## config.mk

```make
export PLATFORM = sky130hd
export DESIGN_NAME = hs_hold_monitor
export DESIGN_NICKNAME = d
export VERILOG_FILES = /design/src/rtl/hs_mon_pkg.sv /design/src/rtl/hs_hold_pipe.sv /design/src/rtl/hs_rst_guard.sv /design/src/rtl/hs_sticky.sv /design/src/rtl/hs_hold_monitor.sv
export SDC_FILE = /design/constraint.sdc
export NUM_CORES = 1
export LEC_CHECK = 0
export ABC_AREA = 1
export BUFFER_PORTS_ARGS = -buffer_cell sky130_fd_sc_hd__clkbuf_2
export CELL_PAD_IN_SITES_DETAIL_PLACEMENT = 1
export CELL_PAD_IN_SITES_GLOBAL_PLACEMENT = 2
export CORE_MARGIN = 2
export CORE_UTILIZATION = 27
export CTS_CLUSTER_DIAMETER = 200
export DETAILED_ROUTE_END_ITERATION = 7
export GPL_TIMING_DRIVEN = 0
export PLACE_DENSITY_LB_ADDON = 0.1
export SLEW_MARGIN = 20
export SYNTH_ARGS = -nofsm -noshare
export SYNTH_HDL_FRONTEND = slang
export SYNTH_SLANG_ARGS = --single-unit
export TNS_END_PERCENT = 30
```

## constraint.sdc

```tcl
create_clock -name clk -period 1.4 [get_ports clk]
set_input_delay 0.07 -clock clk [delete_from_list [all_inputs] [get_ports clk]]
set_output_delay 0.07 -clock clk [all_outputs]
set_load 0.02 [all_outputs]
```

## src/rtl/hs_mon_pkg.sv

```systemverilog
package hs_mon_pkg;

   // Encoded violation kinds, also the bit order of the sticky vector.
   localparam int unsigned VIOL_CHG   = 0;
   localparam int unsigned VIOL_DROP  = 1;
   localparam int unsigned VIOL_EARLY = 2;
   localparam int unsigned VIOL_KINDS = 3;

   typedef logic [VIOL_KINDS-1:0] viol_vec_t;

   // Number of compare lanes needed to cover a payload.
   function automatic int unsigned lane_count(int unsigned width, int unsigned lane_w);
      return (width + lane_w - 1) / lane_w;
   endfunction

endpackage

```

## src/rtl/hs_hold_pipe.sv

```systemverilog
module hs_hold_pipe #(
   parameter int unsigned PAYLOAD_W = 64,
   parameter int unsigned LANE_W    = 16
) (
   input  logic                 clk,
   input  logic                 rst_n,
   input  logic                 valid,
   input  logic                 ready,
   input  logic [PAYLOAD_W-1:0] payload,
   output logic                 viol_chg,
   output logic                 viol_drop
);
   import hs_mon_pkg::*;

   localparam int unsigned N_LANES = lane_count(PAYLOAD_W, LANE_W);
   localparam int unsigned PAD_W   = N_LANES * LANE_W;

   if (PAYLOAD_W < 1) begin : g_bad_width
      $error("hs_hold_pipe: PAYLOAD_W must be at least 1");
   end
   if (LANE_W < 1) begin : g_bad_lane
      $error("hs_hold_pipe: LANE_W must be at least 1");
   end

   logic                 stall_q;
   logic [PAYLOAD_W-1:0] prev_q;
   logic [PAD_W-1:0]     cur_pad;
   logic [PAD_W-1:0]     prev_pad;
   logic [N_LANES-1:0]   lane_diff;

   always_ff @(posedge clk) begin
      if (!rst_n) begin
         stall_q <= 1'b0;
         prev_q  <= '0;
      end else begin
         stall_q <= valid & ~ready;
         prev_q  <= payload;
      end
   end

   assign cur_pad  = PAD_W'(payload);
   assign prev_pad = PAD_W'(prev_q);

   for (genvar l = 0; l < N_LANES; l++) begin : g_lane
      assign lane_diff[l] = |(cur_pad[l*LANE_W +: LANE_W] ^ prev_pad[l*LANE_W +: LANE_W]);
   end

   assign viol_chg  = stall_q & (|lane_diff);
   assign viol_drop = stall_q & ~valid;

   // with valid low on the previous edge no hold violation may be raised.
   a_r7_idle_quiet: assert property (@(posedge clk) disable iff (!rst_n)
      ($past(rst_n) && !$past(valid)) |-> (!viol_chg && !viol_drop));

endmodule

```

## src/rtl/hs_rst_guard.sv

```systemverilog
module hs_rst_guard (
   input  logic clk,
   input  logic rst_n,
   input  logic valid,
   output logic viol_early
);
   logic first_q;   // next non-reset edge is the first after release
   logic rst_vld_q; // valid as sampled at the last reset edge

   always_ff @(posedge clk) begin
      if (!rst_n) begin
         first_q   <= 1'b1;
         rst_vld_q <= valid;
      end else begin
         first_q   <= 1'b0;
         rst_vld_q <= 1'b0;
      end
   end

   assign viol_early = rst_n & first_q & (valid | rst_vld_q);

   // from the second edge after release on, valid is never early.
   a_r8_late_ok: assert property (@(posedge clk) disable iff (!rst_n)
      $past(rst_n) |-> !viol_early);

endmodule

```

## src/rtl/hs_sticky.sv

```systemverilog
module hs_sticky #(
   parameter int unsigned N = 3
) (
   input  logic         clk,
   input  logic         rst_n,
   input  logic [N-1:0] set,
   output logic [N-1:0] flags
);
   if (N < 1) begin : g_bad_n
      $error("hs_sticky: N must be at least 1");
   end

   for (genvar i = 0; i < N; i++) begin : g_bit
      always_ff @(posedge clk) begin
         if (!rst_n) flags[i] <= 1'b0;
         else        flags[i] <= flags[i] | set[i];
      end
   end

   // a set flag never clears while reset stays high.
   a_r5_sticky: assert property (@(posedge clk) disable iff (!rst_n)
      ($past(rst_n) && rst_n) |=> ((flags & $past(flags)) == $past(flags)));

endmodule

```

## src/rtl/hs_hold_monitor.sv

```systemverilog
module hs_hold_monitor #(
   parameter int unsigned PAYLOAD_W = 64,
   parameter int unsigned LANE_W    = 16
) (
   input  logic                 clk,
   input  logic                 rst_n,
   input  logic                 valid,
   input  logic                 ready,
   input  logic [PAYLOAD_W-1:0] payload,
   output logic                 flag_payload_chg,
   output logic                 flag_valid_drop,
   output logic                 flag_early_valid,
   output logic                 any_error
);
   import hs_mon_pkg::*;

   viol_vec_t viol_now;
   viol_vec_t sticky;

   hs_hold_pipe #(
      .PAYLOAD_W (PAYLOAD_W),
      .LANE_W    (LANE_W)
   ) u_pipe (
      .clk       (clk),
      .rst_n     (rst_n),
      .valid     (valid),
      .ready     (ready),
      .payload   (payload),
      .viol_chg  (viol_now[VIOL_CHG]),
      .viol_drop (viol_now[VIOL_DROP])
   );

   hs_rst_guard u_guard (
      .clk        (clk),
      .rst_n      (rst_n),
      .valid      (valid),
      .viol_early (viol_now[VIOL_EARLY])
   );

   hs_sticky #(.N(VIOL_KINDS)) u_sticky (
      .clk   (clk),
      .rst_n (rst_n),
      .set   (viol_now),
      .flags (sticky)
   );

   assign flag_payload_chg = sticky[VIOL_CHG];
   assign flag_valid_drop  = sticky[VIOL_DROP];
   assign flag_early_valid = sticky[VIOL_EARLY];
   assign any_error        = |sticky;

   // payload moved after a stalled edge.
   a_r1_payload_hold: assert property (@(posedge clk) disable iff (!rst_n)
      ($past(rst_n) && $past(valid) && !$past(ready) && (payload != $past(payload)))
      |=> flag_payload_chg);

   // valid withdrawn after a stalled edge.
   a_r2_valid_hold: assert property (@(posedge clk) disable iff (!rst_n)
      ($past(rst_n) && $past(valid) && !$past(ready) && !valid) |=> flag_valid_drop);

   // valid high at the first edge after release.
   a_r3_early_valid: assert property (@(posedge clk) disable iff (!rst_n)
      (!$past(rst_n) && valid) |=> flag_early_valid);

   // an accepted transfer frees both payload and valid.
   a_r4_after_accept: assert property (@(posedge clk) disable iff (!rst_n)
      ($past(rst_n) && $past(valid) && $past(ready) && !flag_payload_chg && !flag_valid_drop)
      |=> (!flag_payload_chg && !flag_valid_drop));

endmodule

```

Word-level counts from Yosys, hierarchy flattened
Index checks and enable logic that the tools add are counted. W data, S select, Z words.

Memories: 0. Register bits: 70. Output and inout bits: 4. RAM bits: 0. Logic and storage cells: 25. Latch bits: 0. Memory bits (read-only): 0.

Div/mod/pow operators: 0. Bitwise logic cells: 15. Shift-type cells: 0. Add/subtract/negate cells: 0. $mul: 0. $lt $le $gt $ge: 0. Eq/ne operators: 0. Mux-type cells: 1. Reduce and logical (&&, ||, !) cells: 2.

Operator list (count): $reduce_or A64 Y1 (1); $xor A16 B16 Y16 (4); $and A1 B1 Y1 (5); $or A1 B1 Y1 (4); $reduce_or A3 Y1 (1); $not A1 Y1 (2); $mux W1 (1).

Depth between registers and ports, before layout
Gate-level depths: netlist (run 1).

Depth in word-level cells: 4. Mapped depth: 11. Mapped depth without buffers: 11.

By module
A second synthesis (run 1) with hierarchy kept.

Cells, all modules: 393. Area, all modules: 2891.5 um^2.

Modules (own cells, without submodules): hs_hold_pipe (cells an instance 372, area each 2731.4 um^2, times used 1); hs_sticky (cells an instance 10, area each 86.3 um^2, times used 1); hs_rst_guard (cells an instance 8, area each 62.6 um^2, times used 1); hs_hold_monitor (cells an instance 3, area each 11.3 um^2, times used 1).

Worst setup path after synthesis (run 1)
Ideal clock, no wire load.

Kind: register -> register. From: reg u_pipe.prev_q[0], in the netlist u_pipe.prev_pad[0]. To: reg u_sticky.flags[0]. Library setup time: 117 ps. Stages on the path, launching flop included: 12. Required time: 1283 ps. Path buffers: 0. Period minus slack after synthesis: 1043 ps. Setup slack: 357 ps. Arrival time: 926 ps. Path through: dfxtp_1 inv_1 nand2_1 nand2_1 nor2_1 nand2_1 nor2_1 nand2_1 nor2_1 nand2_1 nand2_1 a21oi_1.

Word-level cells in the longest chain between the ends: 4.

Ends and longest elaborated chain: from (decl) (RTL line hs_hold_pipe.sv:26) `logic [PAYLOAD_W-1:0] prev_q;`; from (signal assigned) (RTL line hs_hold_pipe.sv:37) `prev_q <= payload;`; $xor A16 B16 Y16 (RTL line hs_hold_pipe.sv:45) `assign lane_diff[l] = |(cur_pad[l*LANE_W +: LANE_W] ^ prev_pad[l*LANE_W +: LANE_W]);`; $reduce_or A64 Y1 (RTL line hs_hold_pipe.sv:48) `assign viol_chg = stall_q & (|lane_diff);`; $and A1 B1 Y1 (RTL line hs_hold_pipe.sv:48); $or A1 B1 Y1 (RTL line hs_sticky.sv:16) `else flags[i] <= flags[i] | set[i];`; to (signal, indexed assignment) (RTL line hs_sticky.sv:16); to (decl) (RTL line hs_sticky.sv:7) `output logic [N-1:0] flags`.

No other way between the ends. A chain may end at the register's enable or synchronous reset.

Worst setup path in the final report (run 1)
From: in payload[15]. To: reg u_sticky.flags[0].

Word-level cells in the longest chain between the ends: 4.

Ends and longest elaborated chain: from (decl) (RTL line hs_hold_monitor.sv:9) `input logic [PAYLOAD_W-1:0] payload,`; $xor A16 B16 Y16 (RTL line hs_hold_pipe.sv:45); $reduce_or A64 Y1 (RTL line hs_hold_pipe.sv:48); $and A1 B1 Y1 (RTL line hs_hold_pipe.sv:48); $or A1 B1 Y1 (RTL line hs_sticky.sv:16).

No other way between the ends.

==> impl_metrics.yaml, run 1 <==
run_status:
  status: "completed"
critical_path:
  crit_path_end_kind: "register"
  slowest_stage: "dlygate4sd3_1"
  crit_path_frequent_cell: "nand2_1"
  path_cells: "dlygate4sd3_1 -> clkbuf_2 -> inv_1 -> nand2_1 -> nand2_1 -> nor2_1 -> nand2_1 -> nor2_2 -> nand2_1 -> nor2_1 -> nand2_1 -> nand2_1 -> a21oi_1"
  crit_type: "input port to register"
  startpoint_type: "input port"
  arrival_ps: 1520
  path_max_fanout: 3
  slowest_delay_ps: 540
  required_ps: 1630
clock_tree:
  cts_buffers: 9
  cts_num_sinks: 70
  cts_tree: "done"
  ctsHtreeMaxLevel: 3
  clk_latency_ps: 340
  clk_path_buf_depth: 2
  path_clk_slew_ps: 60
  cts-root-buf: "clkbuf_16"
final_layout:
  mostFrequentLayoutCells: "nand2_1, inv_1, nor2_1"
  multi_input_area_mm2: 0.00124
  nets: 731
  seq_area_mm2: 0.00140
  synthToLayoutAreaGrowth_pct: 43.5
  stdcell_count: 812
  drive_gt1_share_pct: 11.5
  mostFrequentLayoutCell: "nand2_1"
  fillCellCount: 1498
global_routing:
  grtUsageMet1_pct: 15.2
  antenna_found_initial: 0
  use_met3_pct: 3.08
  grtUsageTotal_pct: 14.2
  grt_pass1_vias: 3498
  grt.met2_usage_pct: 26.1
  grt_pass1_wl_mm: 14.4
  globalRouteOverflowTotal: 0
  top_usage_layer: "met2"
  grt_start_max_net_pins: 12
worst_hold_path:
  hold_path.class: "input port to register"
flow_run:
  max_cap_violations: 0
timing:
  fin_tns_setup_ps: 0
  worstMarginPinSlew_ps: 543
  maxSlewViolCount: 0
  finalCriticalPeriod_ps: 1290
  maxSlewHeadroom_pct: 63.8
  timing.final.crit_share_pct: 92.1
  fin_hold_ws_ps: 55.1
  fin_skew_ps: 5.72
  final-hold-violation-count: 0
  fmax_mhz: 776
  setup_viol: 0
  rsz0062_at_grt: "false"
route:
  antenna_left: 0
  drt_pass1_iterations: 4
  drcViolationCount: 0
  wl_per_cell_um: 9.92
  routed_wirelength_mm: 8.05
  num_vias: 3234
  drt_first_iter_violations: 70
  viasPerCell: 3.98
floorplan:
  core_mm2: 0.0116
  dieArea_mm2: 0.0129
  initial_core_util_pct: 28.0
  fp.dieW_um: 113
  rows: 39
  die_y_um: 113
  ioPinCount: 72
placed_design:
  place_congestion: 0.691
  port_buffers: 70
  hpwl_mm: 5.93
  dp_cells: 754
power:
  peakVddDrop_uv: 445
  power_density_mw_per_mm2: 1110
  p_leak_nw: 2.89
  p_total_mw: 5.14
synthesis:
  synth_seq_cells: 70
  syn_nets: 609
  ys_warn_count: 0
  synth.distinct_cells: 11
  synthesis.area_mm2: 0.00323
  ys_seq_area_share_pct: 43.3
  synthCells: 541
  avgSynthCellArea_um2: 5.98
==> metal layers <==
metal,wire (um),share of wire [%]
met4,193,2.4
met2,4070,51
met1,3540,44
met3,247,3.1
met5,0,0
==> flip-flops by register name, indices dropped and copies added, names as in the netlist <==
name	count
u_guard.rst_vld_q	1
u_guard.first_q	1
u_pipe.prev_pad	64
u_pipe.stall_q	1
u_sticky.flags	3
==> layout make-up <==
type / instances / area share (%)
Sequential cell: 70 / 30.2
Multi-Input combinational cell: 308 / 26.8
Timing Repair Buffer: 111 / 19.3
Inverter: 156 / 12.6
Clock buffer: 12 / 5.53
Tap cell: 143 / 3.86
Clock inverter: 4 / 0.971
Buffer: 7 / 0.701
Antenna cell: 1 / 0.0539
==> logic make-up (layout without fill, tap and decap cells) <==
family / Yosys count / after routing / share of synthesized area (%)
XOR/XNOR: 10 / 10 / 2.71
flip-flops: 70 / 70 / 43.3
AND/OR/NAND/NOR: 294 / 294 / 34.2
buffers and inverters: 163 / 290 / 19.1
other: 0 / 1 / 0
AO/OA/AOI/OAI: 4 / 4 / 0.619
==> synthesized netlist by cell type, drive strengths merged <==
master | n | area [um2]
a21oi | 3 | 15.0
buf | 5 | 25.0
clkbuf | 2 | 7.51
dfxtp | 70 | 1400
inv | 156 | 586
nand2 | 207 | 777
nand3 | 1 | 5.00
nor2 | 85 | 319
nor3 | 1 | 5.00
o21ai | 1 | 5.00
xor2 | 10 | 87.6
==> power by group <==
group          total (mW)  switching, mW  internal, mW
logic               0.656          0.335         0.322
clock network        2.33          0.862          1.47
registers            2.15         0.0496          2.10
total                5.14           1.25          3.89
==> worst paths after layout <==
check,start,end,slack (ps),depth (start not counted)
worst min register to register,u_guard.first_q$_DFF_P_,u_sticky.flags[2]$_SDFF_PN0_,460,2
worst max-delay path,payload[15],u_sticky.flags[0]$_SDFF_PN0_,110,13
worst max register to register,u_pipe.prev_pad[9]$_SDFF_PN0_,u_sticky.flags[0]$_SDFF_PN0_,170,11
worst min-delay path,rst_n,u_pipe.prev_pad[45]$_SDFF_PN0_,60,3
==> metrics by stage <==
step | setup WS, ps | instance area, um2 | utilization, %
6_report | 111 | 4640 | 40.1
5_1_grt | 0.0308 | 4640 | 40.1
4_1_cts | 3.04 | 4730 | 40.9
3_5_place_dp | 77.1 | 3760 | 32.5
3_3_place_gp | 103 | 3760 | 32.5
2_1_floorplan | 357 | 3230 | -
==> critical path: cells and delay by family <==
family | cells | cell delay, ps
compound gates | 1 | 50
buf+inv | 3 | 710
simple gates | 9 | 680
==> timing repair <==
item,in CTS,in global routing
setup endpoints to repair,0,1
hold endpoints to repair,66,0
resized for setup,0,14
buffers inserted,0,0
hold buffers,67,0
(Power assumes the default switching activity.)
==> run 2: changes to the inputs <==
==> constraint.sdc (replaced) <==
create_clock -name clk -period 1.4 [get_ports clk]
set_input_delay 0 -clock clk [delete_from_list [all_inputs] [get_ports clk]]
set_output_delay 0 -clock clk [all_outputs]
set_load 0.02 [all_outputs]
==> impl_metrics.yaml, run 2 (same netlist as run 1, synthesis figures left out) <==
global_routing:
  grtUsageTotal_pct: 14.4
  antenna_found_initial: 0
  grt_pass1_wl_mm: 14.5
  grt_pass1_vias: 3534
  globalRouteOverflowTotal: 0
  grt_start_max_net_pins: 12
final_layout:
  nets: 762
  mostFrequentLayoutCell: "nand2_1"
  largest_reg_flops: 64
  fillCellCount: 1513
  drive_gt1_share_pct: 14.0
  mostFrequentLayoutCells: "nand2_1, inv_1, nor2_1"
  synthToLayoutAreaGrowth_pct: 48.6
floorplan:
  rows: 39
  die_y_um: 113
  core_mm2: 0.0116
  dieArea_mm2: 0.0129
  ioPinCount: 72
  initial_core_util_pct: 28.0
  fp.dieW_um: 113
power:
  peakVddDrop_uv: 446
  power_density_mw_per_mm2: 1080
  p_leak_nw: 3.00
clock_tree:
  ctsHtreeMaxLevel: 3
  cts_tree: "done"
  cts_num_sinks: 70
  clk_latency_ps: 340
  path_clk_slew_ps: 60
  cts-root-buf: "clkbuf_16"
  clk_path_buf_depth: 2
  cts_buffers: 9
timing:
  fin_tns_setup_ps: 0
  maxSlewViolCount: 0
  fin_ws_ps: 147
  setup_viol: 0
  final-hold-violation-count: 0
  fmax_mhz: 798
  fin_skew_ps: 5.67
  fin_hold_ws_ps: 34.3
  finalCriticalPeriod_ps: 1250
  timing.final.crit_share_pct: 89.5
  rsz0062_at_grt: "false"
  worstMarginPinSlew_ps: 536
  maxSlewHeadroom_pct: 64.3
critical_path:
  crit_type: "register to register"
  path_max_fanout: 2
  rrSetupSlack_ps: 150
  required_ps: 1630
  crit_path_end_kind: "register"
  r2r-start: "u_pipe.prev_pad[29]$_SDFF_PN0_"
  startpoint_type: "register"
  arrival_ps: 1480
  startpoint: "u_pipe.prev_pad[29]$_SDFF_PN0_"
run_status:
  status: "completed"
route:
  routed_wirelength_mm: 8.28
  drt_pass1_iterations: 4
  wl_per_cell_um: 9.82
  antenna_left: 0
  drcViolationCount: 0
  num_vias: 3361
  drt_first_iter_violations: 65
  viasPerCell: 3.99
placed_design:
  hpwl_mm: 5.93
  pre_cts_ws_ps: 77.1
  place_congestion: 0.691
  port_buffers: 70
worst_hold_path:
  hold_path.class: "input port to register"
  hold_start: "rst_n"
flow_run:
  max_cap_violations: 0
## run 2: cell types whose count changed in the layout (fill, tap and decap cells not counted)
| cell | delta |
|---|---|
| clkbuf_2 | +26 |
| dlygate4sd3_1 | +6 |
| nor2_1 | +5 |
| nor2_2 | -5 |
| dlymetal6s4s_1 | -1 |
## run 2: through the flow
stage	instance area [um2]	util [%]	total power, mW	instances
floorplan	3230	-	2.51	541
CTS	4780	41.4	5.30	842
detailed placement	3760	32.5	2.74	754
global placement	3760	32.5	2.70	754
global route	4800	41.5	5.49	842
finish	4810	41.6	5.18	843
## run 2: worst max-delay path, cell delays in order (launching register included)
cell and delay [ps]:
dfxtp_2 320, nor2_1 110, nor2_1 70, nor2_2 130, nand2_1 80, nor2_2 120
nand2_1 70, nor2_1 90, nand2_1 70, nand2_1 50, a21oi_1 50
## run 2: worst paths after layout
| check | endpoint | cells past startpoint |
|---|---|---|
| max | u_sticky.flags[0]$_SDFF_PN0_ | 10 |
| min | u_guard.first_q$_DFF_P_ | 2 |
| max reg2reg | u_sticky.flags[0]$_SDFF_PN0_ | 10 |
| min reg2reg | u_sticky.flags[2]$_SDFF_PN0_ | 2 |
## run 2: what timing repair did
item / CTS / global route
setup endpoints to repair: 0 / 1
endpoints found under the hold margin: 68 / 0
hold buffers: 72 / 0
gates resized for setup: 0 / 8
buffers inserted: 0 / 0
## run 2: per-layer routing
metal | up-vias | GRT usage (%) | wire length, um
li1 | 1788 | - | -
met1 | 1509 | 15.4 | 3570
met2 | 52 | 26.3 | 4210
met3 | 12 | 3.08 | 303
met4 | 0 | 7.64 | 196
met5 | - | 0 | 0
## run 2: area by class of cell
class                   count  area [um2]  share of cell area (%)
plain buffers               7        32.5                   0.677
flip-flops and latches     70        1400                    29.2
repair buffers            142        1070                    22.3
multi-input cells         308        1230                    25.6
diodes                      1        2.50                  0.0521
clock inverters             4        45.0                   0.937
well taps                 143         179                    3.72
clock buffers              12         256                    5.34
inverters                 156         586                    12.2
## run 2: power by group
| group | total [mW] | internal (mW) | switching [mW] |
|---|---|---|---|
| Sequential | 2.15 | 2.10 | 0.0489 |
| Combinational | 0.699 | 0.353 | 0.346 |
| Clock | 2.33 | 1.47 | 0.866 |
